$ cat src/rtl/endec_cfg_pkg.sv
package endec_cfg_pkg;

    localparam int OVERSAMPLE = 16;
    localparam int RATE_W     = 4;
    localparam int DIV_W      = 8;
    localparam logic [RATE_W-1:0] DEF_RATE = 4'd6;
    localparam logic [RATE_W-1:0] MAX_RATE = 4'd12;

    typedef struct packed {
        logic [RATE_W-1:0] rate;
        logic              short_mode;
        logic              user1;
        logic              user2;
    } cfg_t;

    localparam cfg_t CFG_DEFAULT = '{rate: DEF_RATE, short_mode: 1'b1, user1: 1'b0, user2: 1'b0};

    // Clocks per 16x tick for each legal rate code
    function automatic logic [DIV_W-1:0] rate_div(input logic [RATE_W-1:0] code);
        case (code)
            4'd0:    rate_div = 8'd2;
            4'd1:    rate_div = 8'd4;
            4'd2:    rate_div = 8'd6;
            4'd3:    rate_div = 8'd12;
            4'd4:    rate_div = 8'd16;
            4'd5:    rate_div = 8'd18;
            4'd6:    rate_div = 8'd24;
            4'd7:    rate_div = 8'd32;
            4'd8:    rate_div = 8'd48;
            4'd9:    rate_div = 8'd64;
            4'd10:   rate_div = 8'd96;
            4'd11:   rate_div = 8'd128;
            4'd12:   rate_div = 8'd192;
            default: rate_div = 8'd24;
        endcase
    endfunction

    typedef enum logic [2:0] {RX_IDLE, RX_START, RX_DATA, RX_STOP, RX_HOLD} rx_state_e;

endpackage

$ cat src/rtl/endec_sync.sv
module endec_sync #(
    parameter int   WIDTH   = 1,
    parameter logic RST_VAL = 1'b0
) (
    input  logic             clk,
    input  logic             rst,
    input  logic [WIDTH-1:0] din,
    output logic [WIDTH-1:0] dout
);
    logic [WIDTH-1:0] meta_q, sync_q;

    always_ff @(posedge clk) begin
        if (rst) begin
            meta_q <= {WIDTH{RST_VAL}};
            sync_q <= {WIDTH{RST_VAL}};
        end else begin
            meta_q <= din;
            sync_q <= meta_q;
        end
    end

    assign dout = sync_q;
endmodule

$ cat src/rtl/endec_baud.sv
module endec_baud
    import endec_cfg_pkg::*;
(
    input  logic              clk,
    input  logic              rst,
    input  logic [RATE_W-1:0] rate,
    output logic              tick
);
    typedef struct packed {
        logic [DIV_W-1:0] cnt;
    } baud_t;

    baud_t st_d, st_q;

    always_comb begin
        st_d = st_q;
        if (st_q.cnt == '0) st_d.cnt = rate_div(rate) - 1'b1;
        else                st_d.cnt = st_q.cnt - 1'b1;
    end

    always_ff @(posedge clk) begin
        if (rst) st_q.cnt <= rate_div(DEF_RATE) - 1'b1;
        else     st_q     <= st_d;
    end

    assign tick = (st_q.cnt == '0);
endmodule

$ cat src/rtl/endec_cfg_rx.sv
module endec_cfg_rx
    import endec_cfg_pkg::*;
#(
    parameter int OS = OVERSAMPLE
) (
    input  logic       clk,
    input  logic       rst,
    input  logic       en,
    input  logic       tick,
    input  logic       line,
    output logic       ok,
    output logic [7:0] data
);
    localparam int TW   = $clog2(OS);
    localparam int HALF = OS / 2;

    typedef struct packed {
        rx_state_e   st;
        logic [TW-1:0] tcnt;
        logic [2:0]  bcnt;
        logic [7:0]  shreg;
        logic        ok;
        logic [7:0]  data;
    } rx_t;

    rx_t r_d, r_q;

    always_comb begin
        r_d    = r_q;
        r_d.ok = 1'b0;
        if (!en) begin
            r_d.st = RX_IDLE;
        end else if (tick) begin
            case (r_q.st)
                RX_IDLE: begin
                    if (!line) begin
                        r_d.st   = RX_START;
                        r_d.tcnt = '0;
                    end
                end
                RX_START: begin
                    if (r_q.tcnt == TW'(HALF - 1)) begin
                        r_d.tcnt = '0;
                        r_d.bcnt = '0;
                        r_d.st   = line ? RX_IDLE : RX_DATA;
                    end else begin
                        r_d.tcnt = r_q.tcnt + 1'b1;
                    end
                end
                RX_DATA: begin
                    if (r_q.tcnt == TW'(OS - 1)) begin
                        r_d.tcnt  = '0;
                        r_d.shreg = {line, r_q.shreg[7:1]};
                        if (r_q.bcnt == 3'd7) r_d.st   = RX_STOP;
                        else                  r_d.bcnt = r_q.bcnt + 1'b1;
                    end else begin
                        r_d.tcnt = r_q.tcnt + 1'b1;
                    end
                end
                RX_STOP: begin
                    if (r_q.tcnt == TW'(OS - 1)) begin
                        if (line) begin
                            r_d.ok   = 1'b1;
                            r_d.data = r_q.shreg;
                            r_d.st   = RX_IDLE;
                        end else begin
                            r_d.st = RX_HOLD;
                        end
                    end else begin
                        r_d.tcnt = r_q.tcnt + 1'b1;
                    end
                end
                default: begin
                    if (line) r_d.st = RX_IDLE;
                end
            endcase
        end
    end

    always_ff @(posedge clk) begin
        if (rst) begin
            r_q    <= '0;
            r_q.st <= RX_IDLE;
        end else begin
            r_q <= r_d;
        end
    end

    assign ok   = r_q.ok;
    assign data = r_q.data;
endmodule

$ cat src/rtl/endec_cfg_top.sv
module endec_cfg_top
    import endec_cfg_pkg::*;
(
    input  logic              clk,
    input  logic              rst,
    input  logic              prog_i,
    input  logic              txd_i,
    output logic              tick16_o,
    output logic [RATE_W-1:0] rate_o,
    output logic              short_pulse_o,
    output logic              user1_n_o,
    output logic              user2_n_o,
    output logic              pwr_en_o
);
    typedef struct packed {
        logic prog_p;
        cfg_t act;
        cfg_t pend;
        logic pend_vld;
    } top_t;

    top_t t_d, t_q;

    logic       prog_s, line_s, rx_ok, commit;
    logic [7:0] rx_data;

    endec_sync #(.WIDTH(1), .RST_VAL(1'b0)) u_sync_prog (
        .clk(clk), .rst(rst), .din(prog_i), .dout(prog_s));

    endec_sync #(.WIDTH(1), .RST_VAL(1'b1)) u_sync_line (
        .clk(clk), .rst(rst), .din(txd_i), .dout(line_s));

    endec_baud u_baud (
        .clk(clk), .rst(rst), .rate(t_q.act.rate), .tick(tick16_o));

    endec_cfg_rx #(.OS(OVERSAMPLE)) u_rx (
        .clk(clk), .rst(rst), .en(prog_s), .tick(tick16_o),
        .line(line_s), .ok(rx_ok), .data(rx_data));

    assign commit = t_q.prog_p & ~prog_s;

    always_comb begin
        t_d        = t_q;
        t_d.prog_p = prog_s;
        if (prog_s && !t_q.prog_p) t_d.pend_vld = 1'b0;
        if (rx_ok && (rx_data[3:0] <= MAX_RATE)) begin
            t_d.pend.rate       = rx_data[3:0];
            t_d.pend.short_mode = rx_data[4];
            t_d.pend.user1      = rx_data[5];
            t_d.pend.user2      = rx_data[6];
            t_d.pend_vld        = 1'b1;
        end
        if (commit && t_q.pend_vld) begin
            t_d.act      = t_q.pend;
            t_d.pend_vld = 1'b0;
        end
    end

    always_ff @(posedge clk) begin
        if (rst) begin
            t_q.prog_p   <= 1'b0;
            t_q.act      <= CFG_DEFAULT;
            t_q.pend     <= CFG_DEFAULT;
            t_q.pend_vld <= 1'b0;
        end else begin
            t_q <= t_d;
        end
    end

    assign rate_o        = t_q.act.rate;
    assign short_pulse_o = t_q.act.short_mode;
    assign user1_n_o     = ~t_q.act.user1;
    assign user2_n_o     = ~t_q.act.user2;
    assign pwr_en_o      = ~rst;
endmodule

$ cat config.mk
export PLATFORM = sky130hd
export DESIGN_NAME = endec_cfg_top
export DESIGN_NICKNAME = d
export VERILOG_FILES = /design/src/rtl/endec_cfg_pkg.sv /design/src/rtl/endec_sync.sv /design/src/rtl/endec_baud.sv /design/src/rtl/endec_cfg_rx.sv /design/src/rtl/endec_cfg_top.sv
export SDC_FILE = /design/constraint.sdc
export NUM_CORES = 1
export LEC_CHECK = 0
export BUFFER_PORTS_ARGS = -buffer_cell sky130_fd_sc_hd__buf_4
export CAP_MARGIN = 20
export CORE_AREA = 2 2 83 85
export CTS_CLUSTER_DIAMETER = 200
export DETAILED_ROUTE_END_ITERATION = 6
export DIE_AREA = 0 0 85 87
export PLACE_DENSITY = 0.63
export SLEW_MARGIN = 30
export SYNTH_ARGS = -nofsm -noshare
export SYNTH_HDL_FRONTEND = slang
export SYNTH_SLANG_ARGS = --single-unit
$ cat constraint.sdc
create_clock -name clk -period 2.8 [get_ports clk]
set_clock_uncertainty 0.15 [all_clocks]
set_input_delay 0.28 -clock clk [delete_from_list [all_inputs] [get_ports clk]]
set_output_delay 0.28 -clock clk [all_outputs]
set_load 0.01 [all_outputs]
Word-level counts from Yosys, hierarchy flattened
Memory sizes are Yosys's and may differ from the RTL's. A register that Yosys moved wholly into a read port is not among the register bits.
Cells that the tools add are included.
{"block": "totals", "regBits": 55, "latchBits": 0, "ram_bits": 0, "rom_bits": 112, "input_bits": 4, "output_inout_bits": 9, "word_cells": 90, "n_memories": 1}
{"block": "op_classes", "addsub": 4, "multipliers": 0, "n_div": 0, "magnitude_cmp": 1, "n_eq_ne": 13, "shifts": 0, "mux": 24, "bitwise": 8, "reduce_logical": 18}
{"memory": "(name not given)", "words": 16, "width": 7, "read_ports": 1, "rd_ports_with_merged_regs": 1, "wr": 0, "line_no": "endec_cfg_pkg.sv:20", "rtl": "case (code)"}
{"op": "$mux 3", "count": 8}
{"op": "$mux 4", "count": 5}
{"op": "$mux 8", "count": 2}
{"op": "$pmux 4 s4", "count": 1}
{"op": "$sub 8x1->8 const B", "count": 2}
{"op": "$pmux 3 s4", "count": 1}
{"op": "$mux 11", "count": 1}
{"op": "$reduce_and 5->1", "count": 2}
{"op": "$mux 9", "count": 1}
{"op": "$logic_not 8->1", "count": 1}
{"op": "$ne 2x1->1 const B", "count": 4}
{"op": "$mux 7", "count": 1}
{"op": "$not 1->1", "count": 7}
{"op": "$reduce_and 7->1", "count": 1}
{"op": "$eq 3x2->1 const B", "count": 2}
{"op": "$ne 2x2->1 const B", "count": 3}
{"op": "$pmux 3 s2", "count": 1}
{"op": "$reduce_and 6->1", "count": 1}
{"op": "$reduce_bool 5->1", "count": 1}
{"op": "$reduce_or 5->1", "count": 1}
{"op": "$add 4x1->4 const B", "count": 1}
{"op": "$eq 4x3->1 const B", "count": 1}
{"op": "$eq 4x4->1 const B", "count": 1}
{"op": "$le 4x4->1 const B", "count": 1}
{"op": "13 further kinds", "count": 18}

Logic depth before layout (Yosys ltp)
Gate-level depths: netlist of run 1.
{"block": "depth", "word_depth": 5, "mapped_depth": 9, "depth_no_buf": 8}

Cells and area by module
A second synthesis of run 1 with hierarchy kept.
{"block": "unflattened", "cells_unflattened": 318, "area_unflattened_um2": 2964.1}
{"module": "endec_cfg_rx", "n_inst": 1, "cells_per_inst": 146, "area_per_inst_um2": 1372.6, "seq_area_each_um2": 540.5}
{"module": "endec_baud", "n_inst": 1, "cells_per_inst": 92, "area_per_inst_um2": 820.8, "seq_area_each_um2": 160.2}
{"module": "endec_cfg_top", "n_inst": 1, "cells_per_inst": 72, "area_per_inst_um2": 665.6, "seq_area_each_um2": 320.3}
{"module": "endec_sync", "n_inst": 2, "cells_per_inst": 4, "area_per_inst_um2": 52.6, "seq_area_each_um2": 40.0}

Worst setup path after synthesis of run 1
OpenSTA, ideal clock, no wires.
{"block": "synth_timing", "kind": "register to register", "start": "reg u_baud.st_q[0] (netlist name)", "end": "reg u_rx.r_q (netlist bit u_rx.data[5])", "setup_ns": 0.126, "t_arrival_ns": 1.742, "required_ns": 2.524, "slack_ns": 0.782, "stages_incl_launch_ff": 8, "path_buffers": 0, "period_less_slack_ns": 2.018, "cell_sequence": "dfxtp_1 -> inv_1 -> ha_1 -> nor3b_2 -> nand3_4 -> nor4_4 -> mux2i_1 -> nor2_1"}
{"block": "synth_between", "elab_chain_cells": 2}
{"element": "start, declared", "line_no": "endec_baud.sv:13", "rtl": "baud_t st_d, st_q;"}
{"element": "start signal, assigned", "line_no": "endec_baud.sv:23", "rtl": "else st_q <= st_d;"}
{"element": "$logic_not 8->1", "line_no": "endec_baud.sv:26", "rtl": "assign tick = (st_q.cnt == '0);"}
{"element": "$reduce_and 5->1 (no line)"}
{"element": "end signal, assigned", "line_no": "endec_cfg_rx.sv:85", "rtl": "r_q <= r_d;"}
{"element": "end, declared", "line_no": "endec_cfg_rx.sv:26", "rtl": "rx_t r_d, r_q;"}
No other way between the ends.
A chain may end at the register's enable or synchronous reset.

Worst setup path after layout of run 1
{"block": "layout_timing", "start": "reg u_baud.st_q[0] (netlist name)", "end": "out tick16_o"}
{"block": "layout_between", "elab_chain_cells": 1}
{"element": "$logic_not 8->1", "line_no": "endec_baud.sv:26"}
{"element": "end, declared", "line_no": "endec_cfg_top.sv:8", "rtl": "output logic tick16_o,"}
No other way between the ends.

==> results of run 1 <==
-- power by group through the flow --
stage	Combinational (mW)	Sequential [mW]	Clock [mW]
after CTS	0.0447	0.881	0.743
after floorplan	0.0339	0.898	0
after global placement	0.0435	0.900	0
final	0.0441	0.881	0.723
after global routing	0.0504	0.881	0.779
after detailed placement	0.0433	0.900	0
-- layout make-up --
| type | instances | area, sq um | area share [%] |
|---|---|---|---|
| multi-input combinational | 221 | 1440 | 46.3 |
| sequential | 61 | 1220 | 39.2 |
| clock buffer | 13 | 139 | 4.46 |
| timing repair buffer | 14 | 108 | 3.46 |
| tap | 80 | 100 | 3.22 |
| inverter | 18 | 67.6 | 2.17 |
| clock inverter | 2 | 35.0 | 1.13 |
-- metal layers --
metal  wire length (um)  GRT usage (%)  up-vias
li1                   -              -     1131
met1               2740           21.6     1026
met2               2460           25.0       40
met3                180           3.98        9
met4                116           6.93        0
met5                  0              0        -
-- worst max-delay path: cells and delay by family (launching register included) --
kind                     cells  cell delay (ps)
adder cells (fa/ha/maj)      1              150
flip-flops                   1              320
AND/OR/NAND/NOR              2              710
buffers and inverters        3              510
-- how the worst max path moves through the flow --
stage | cells after the start | startpoint | slack (ps) | end
2_1_floorplan | 7 | u_baud.st_q[0] | 780 | u_rx.data[5]
3_3_place_gp | 7 | u_sync_prog.dout | 500 | register
3_5_place_dp | 7 | u_sync_prog.dout | 520 | register
4_1_cts | 6 | u_baud.st_q[0] | 320 | tick16_o
5_1_grt | 6 | u_baud.st_q[0] | 180 | tick16_o
6_report | 6 | u_baud.st_q[0] | 340 | tick16_o
-- cell usage in the layout (no fill, tap or decap), types with 9 or more instances in the layout --
cell type   n
mux2i_1    17
dfxtp_1    61
nor3_1      9
nand2_1    45
a21oi_1    10
buf_4      13
o21ai_0    13
clkbuf_8    9
ha_1        9
nor2_1     29
inv_1      17
nand3_1    11
-- kinds of logic after synthesis --
kind of cell / count (synthesis)
adder cells (fa/ha/maj): 9
XOR/XNOR: 9
buffers and inverters: 34
flip-flops: 61
AND/OR/NAND/NOR: 130
AO/OA/AOI/OAI: 55
multiplexers: 18
-- stage by stage --
step / setup WS (ps) / std cells / utilization, % / hold slack, ps
2_1_floorplan: 782 / 316 / - / 234
3_3_place_gp: 498 / 393 / 44.6 / 243
3_5_place_dp: 520 / 393 / 44.6 / 254
4_1_cts: 324 / 409 / 47.4 / 41.1
5_1_grt: 178 / 409 / 47.4 / 38.7
6_report: 335 / 409 / 47.4 / 32.2
==> flow_summary.toml, run 1 <==
[worst_setup_path]
crit_fanout = 12
crit_chain = "inv_1 > ha_1 > nor3b_2 > nand2_1 > inv_1 > buf_4"
rr_worst_depth = 7
cpMaxStageDelayCell = "nor3b_2"
critical_path_required_ps = 2370
cp-start-kind = "register"
rrSetupSlack_ps = 500
crit_arrival_ps = 2030
slowest_delay_ps = 370
reg2reg_from = "u_sync_prog.dout"
crit_top_cell = "inv_1"
crit_type = "reg2out"
cp-end-kind = "primary output"

[detailed_routing]
num_vias = 2206
first_iter_violations = 84
first_pass_iters = 4
drtAntennaViolNets = 0
drc = 0
drt-vias-per-instance = 5.39
totalWireLength_um = 5500
wl_per_cell_um = 13.4

[cts]
clockRootBuffer = "clkbuf_8"
cts_hold_buffers = 1
cts_max_path_buffers = 2
htreeDepth = 3
cts_buffers = 9
cts_sinks = 61
cts.clk_slew.worst_paths_ps = 60
cts_tree = "yes"
ctsResizeCount = 0
clock_latency_ps = 330
post_cts.repair.setup_buffers = 0

[timing]
slew_viol_final = 0
rsz0062_at_grt = "no"
fmax_mhz = 406
tns_ps = 0
hold_viol = 0
worst_slew_pin_slew_ps = 630
fin_crit_sh_pct = 88.0
relSlewSlack_pct = 57.7
period_needed_ps = 2460
setup_viol = 0

[grt]
grt_pass1_wl_um = 9470
grt-ovfl-total = 0
grt_pass1_vias = 2007
grt_antenna_before_repair = 0
grt_max_degree = 43
track_usage_pct = 16.2

[hold_path]
worst_hold_path_type = "in2reg"
hold_path_depth = 2
holdCritStartpoint = "prog_i"
holdPathEnd = "u_sync_prog.meta_q"

[synthesis]
syn_inst = 316
synthArstFlopShare_pct = 0
ys_top_cells_by_area = "dfxtp_1 43%, mux2i_1 6.0%, nand2_1 5.9%"
yosysSeqAreaShare_pct = 42.8
syn_area_sq_um = 2850
syn_nets = 329
synth_top_family_by_area = "simple AND/OR/NAND/NOR gates"
ys_warn_count = 0
synthMostInstantiatedCell = "dfxtp_1"
syn_area_per_cell_sq_um = 9.03
ys_top_cells_by_count = "61 x dfxtp_1, 45 x nand2_1, 29 x nor2_1"
synth_seq_cells = 61
synth_xor_area_share_pct = 2.76
synth_edf_count = 0
synth_mux_area_share_pct = 6.36
yosysTopAreaCell = "dfxtp_1"
synth-main-ff-cell = "dfxtp_1"
yosys.area_share.simple_pct = 24.0
yosysTopAreaCellShare_pct = 42.8
synth_compound_area_share_pct = 13.4
synth_cell_types = 56
synth_adder_area_share_pct = 3.95

[floorplanning]
ios = 13
coreArea_sq_um = 6570
die_y_um = 87
die_area_sq_um = 7400
start_util_pct = 43.4
die_x_um = 85
rows = 30

[pwr]
seqPwrFrac_pct = 53.5
p_int_mw = 1.30
clkPwrFrac_pct = 43.9
p_comb_share_pct = 2.7
p_switching_mw = 0.351
p_total_mw = 1.65
p_per_area_nw_per_um2 = 530
power.leakage_nw = 1.17
ir_drop_v = 0.000310
swShare_pct = 21.3

[final_layout]
n_fill_cell = 612
nets = 338
drive_gt1_share_pct = 10.6
fin_area_sq_um = 3110
areaGrowthSynthToFinish_pct = 9.08
antenna_cells = 0

[placed_design]
dp_hpwl_um = 3840
place_congestion = 0.815
port_buffers = 12
placed_area_sq_um = 2930

[status]
status = "completed"

[run]
drv_cap = 0
No activity file was read; power rests on OpenSTA's default activity.
==> run 2: changes to the inputs <==
- GPL_TIMING_DRIVEN: unset -> 0
- clock period: 2.8 -> 2.57 ns (I/O delays scaled with it)
==> flow_summary.toml, run 2 (synthesis results as in run 1) <==
[grt]
grt_use_met1_pct = 20.9
grt_pass1_wl_um = 9470
grt-busiest-layer = "met2"
grt-ovfl-total = 0
grt_max_degree = 12
grt_use_met3_pct = 3.22
track_usage_pct = 16.3
grt_antenna_before_repair = 0
gr-usage-met2_pct = 25.7
grt_pass1_vias = 2049

[cts]
htreeDepth = 3
cts_buffers = 9
clockRootBuffer = "clkbuf_8"
cts_sinks = 61
cts.clk_slew.worst_paths_ps = 70
ctsResizeCount = 0
cts_hold_buffers = 2
clock_latency_ps = 350
cts_tree = "yes"
cts_max_path_buffers = 2
post_cts.repair.setup_buffers = 0

[final_layout]
areaGrowthSynthToFinish_pct = 14.1
drive_gt1_share_pct = 13.6
layoutNonFillerInstCount = 426
mostFrequentLayoutCells = "61 x dfxtp_1, 45 x nand2_1, 29 x nor2_1"
multi_input_area_sq_um = 1440
layout_commonest_cell = "dfxtp_1"
fin_area_sq_um = 3250
n_fill_cell = 628
nets = 354
regArea_sq_um = 1220
antenna_cells = 0

[pwr]
p_per_area_nw_per_um2 = 566
p_switching_mw = 0.420
power.leakage_nw = 1.25
ir_drop_v = 0.000428
swShare_pct = 22.8
p_int_mw = 1.42
clkPwrFrac_pct = 44.8
seqPwrFrac_pct = 52.1
p_comb_share_pct = 3.1

[worst_setup_path]
crit_type = "reg2reg"
crit_path_end = "u_rx.data[4]"
critPathLaunch = "u_baud.st_q[0]"
rr_worst_depth = 7
slowest_delay_ps = 580
cp-end-kind = "register"
r2r-end = "u_rx.data[4]"
crit_arrival_ps = 2360
cpMaxStageDelayCell = "nor4_4"
critical_path_required_ps = 2660
crit_chain = "inv_1 > ha_1 > nor3b_2 > nand3_4 > nor4_4 > mux2i_1 > nor2_1"
reg2reg_from = "u_baud.st_q[0]"
rrSetupSlack_ps = 300
cp-start-kind = "register"
crit_fanout = 8

[detailed_routing]
drtAntennaViolNets = 0
first_pass_iters = 4
num_vias = 2209
drc = 0
drt-vias-per-instance = 5.19
totalWireLength_um = 5640
wl_per_cell_um = 13.2
first_iter_violations = 96

[placed_design]
placed_area_sq_um = 3040
port_buffers = 12
dp_hpwl_um = 4110
dp_cells = 408
place_congestion = 0.834

[timing]
slew_viol_final = 0
rsz0062_at_grt = "no"
relSlewSlack_pct = 56.7
fin_crit_sh_pct = 88.3
fmax_mhz = 441
worst_slew_pin_slew_ps = 645
period_needed_ps = 2270
fin_hold_ws_ps = 137
tns_ps = 0
hold_viol = 0
setup_viol = 0

[floorplanning]
rows = 30
ios = 13
die_y_um = 87
start_util_pct = 43.4
coreArea_sq_um = 6570
die_x_um = 85
die_area_sq_um = 7400

[run]
drv_cap = 0

[hold_path]
holdCritStartpoint = "rst"
worst_hold_path_type = "in2reg"

[status]
status = "completed"
## run 2: cell types whose count changed in the layout (fill, tap and decap cells not counted)
cell,previous run,this run
clkbuf_8,9,12
buf_2,0,1
buf_6,0,1
dlymetal6s2s_1,0,1
clkbuf_1,4,7
clkinvlp_4,0,2
dlygate4sd3_1,1,2
clkinv_4,0,1
clkinv_2,1,2
buf_4,13,16
## run 2: worst min path at each step
| stage | endpoint | depth (start not counted) |
|---|---|---|
| 2_1_floorplan | u_sync_line.meta_q | 1 |
| 3_3_place_gp | u_sync_line.dout | 1 |
| 3_5_place_dp | u_sync_line.dout | 1 |
| 4_1_cts | u_sync_prog.meta_q | 3 |
| 5_1_grt | u_sync_prog.meta_q | 3 |
| 6_report | u_sync_prog.meta_q | 3 |
## run 2: worst max-delay path: cells and delay by family (launching register included)
family / cells / cell delay [ps]
simple gates: 4 / 1160
buf+inv: 1 / 100
mux: 1 / 270
flops: 1 / 330
fa+ha+maj: 1 / 150
## run 2: cell type report
cell class	instances	area share, %
Inverter	18	2.08
Timing Repair Buffer	14	3.38
Tap cell	80	3.08
Multi-Input combinational cell	221	44.3
Clock buffer	10	3.92
Sequential cell	61	37.5
Buffer	16	3.77
Clock inverter	6	1.96
## run 2: through the flow
step | worst slack [ps] | utilization, % | total power, mW
finish | 300 | 49.5 | 1.84
global route | 120 | 49.5 | 1.90
CTS | 288 | 49.5 | 1.87
detailed placement | 307 | 46.3 | 1.04
global placement | 296 | 46.3 | 1.03
floorplan | 552 | - | 1.02
## run 2: metal layers
layer / wire [um] / part of all wire, % / up-vias
li1: - / - / 1154
met1: 2760 / 49 / 1022
met2: 2590 / 46 / 22
met3: 152 / 2.7 / 11
met4: 130 / 2.3 / 0
met5: 0 / 0 / -
## run 2: power groups by stage
stage                     Sequential (mW)  Combinational (mW)  Clock (mW)
after global placement              0.981              0.0538           0
after detailed placement            0.981              0.0545           0
after floorplan                     0.979              0.0369           0
final                               0.959              0.0562       0.825
after CTS                           0.959              0.0570       0.849
after global routing                0.960              0.0632       0.882
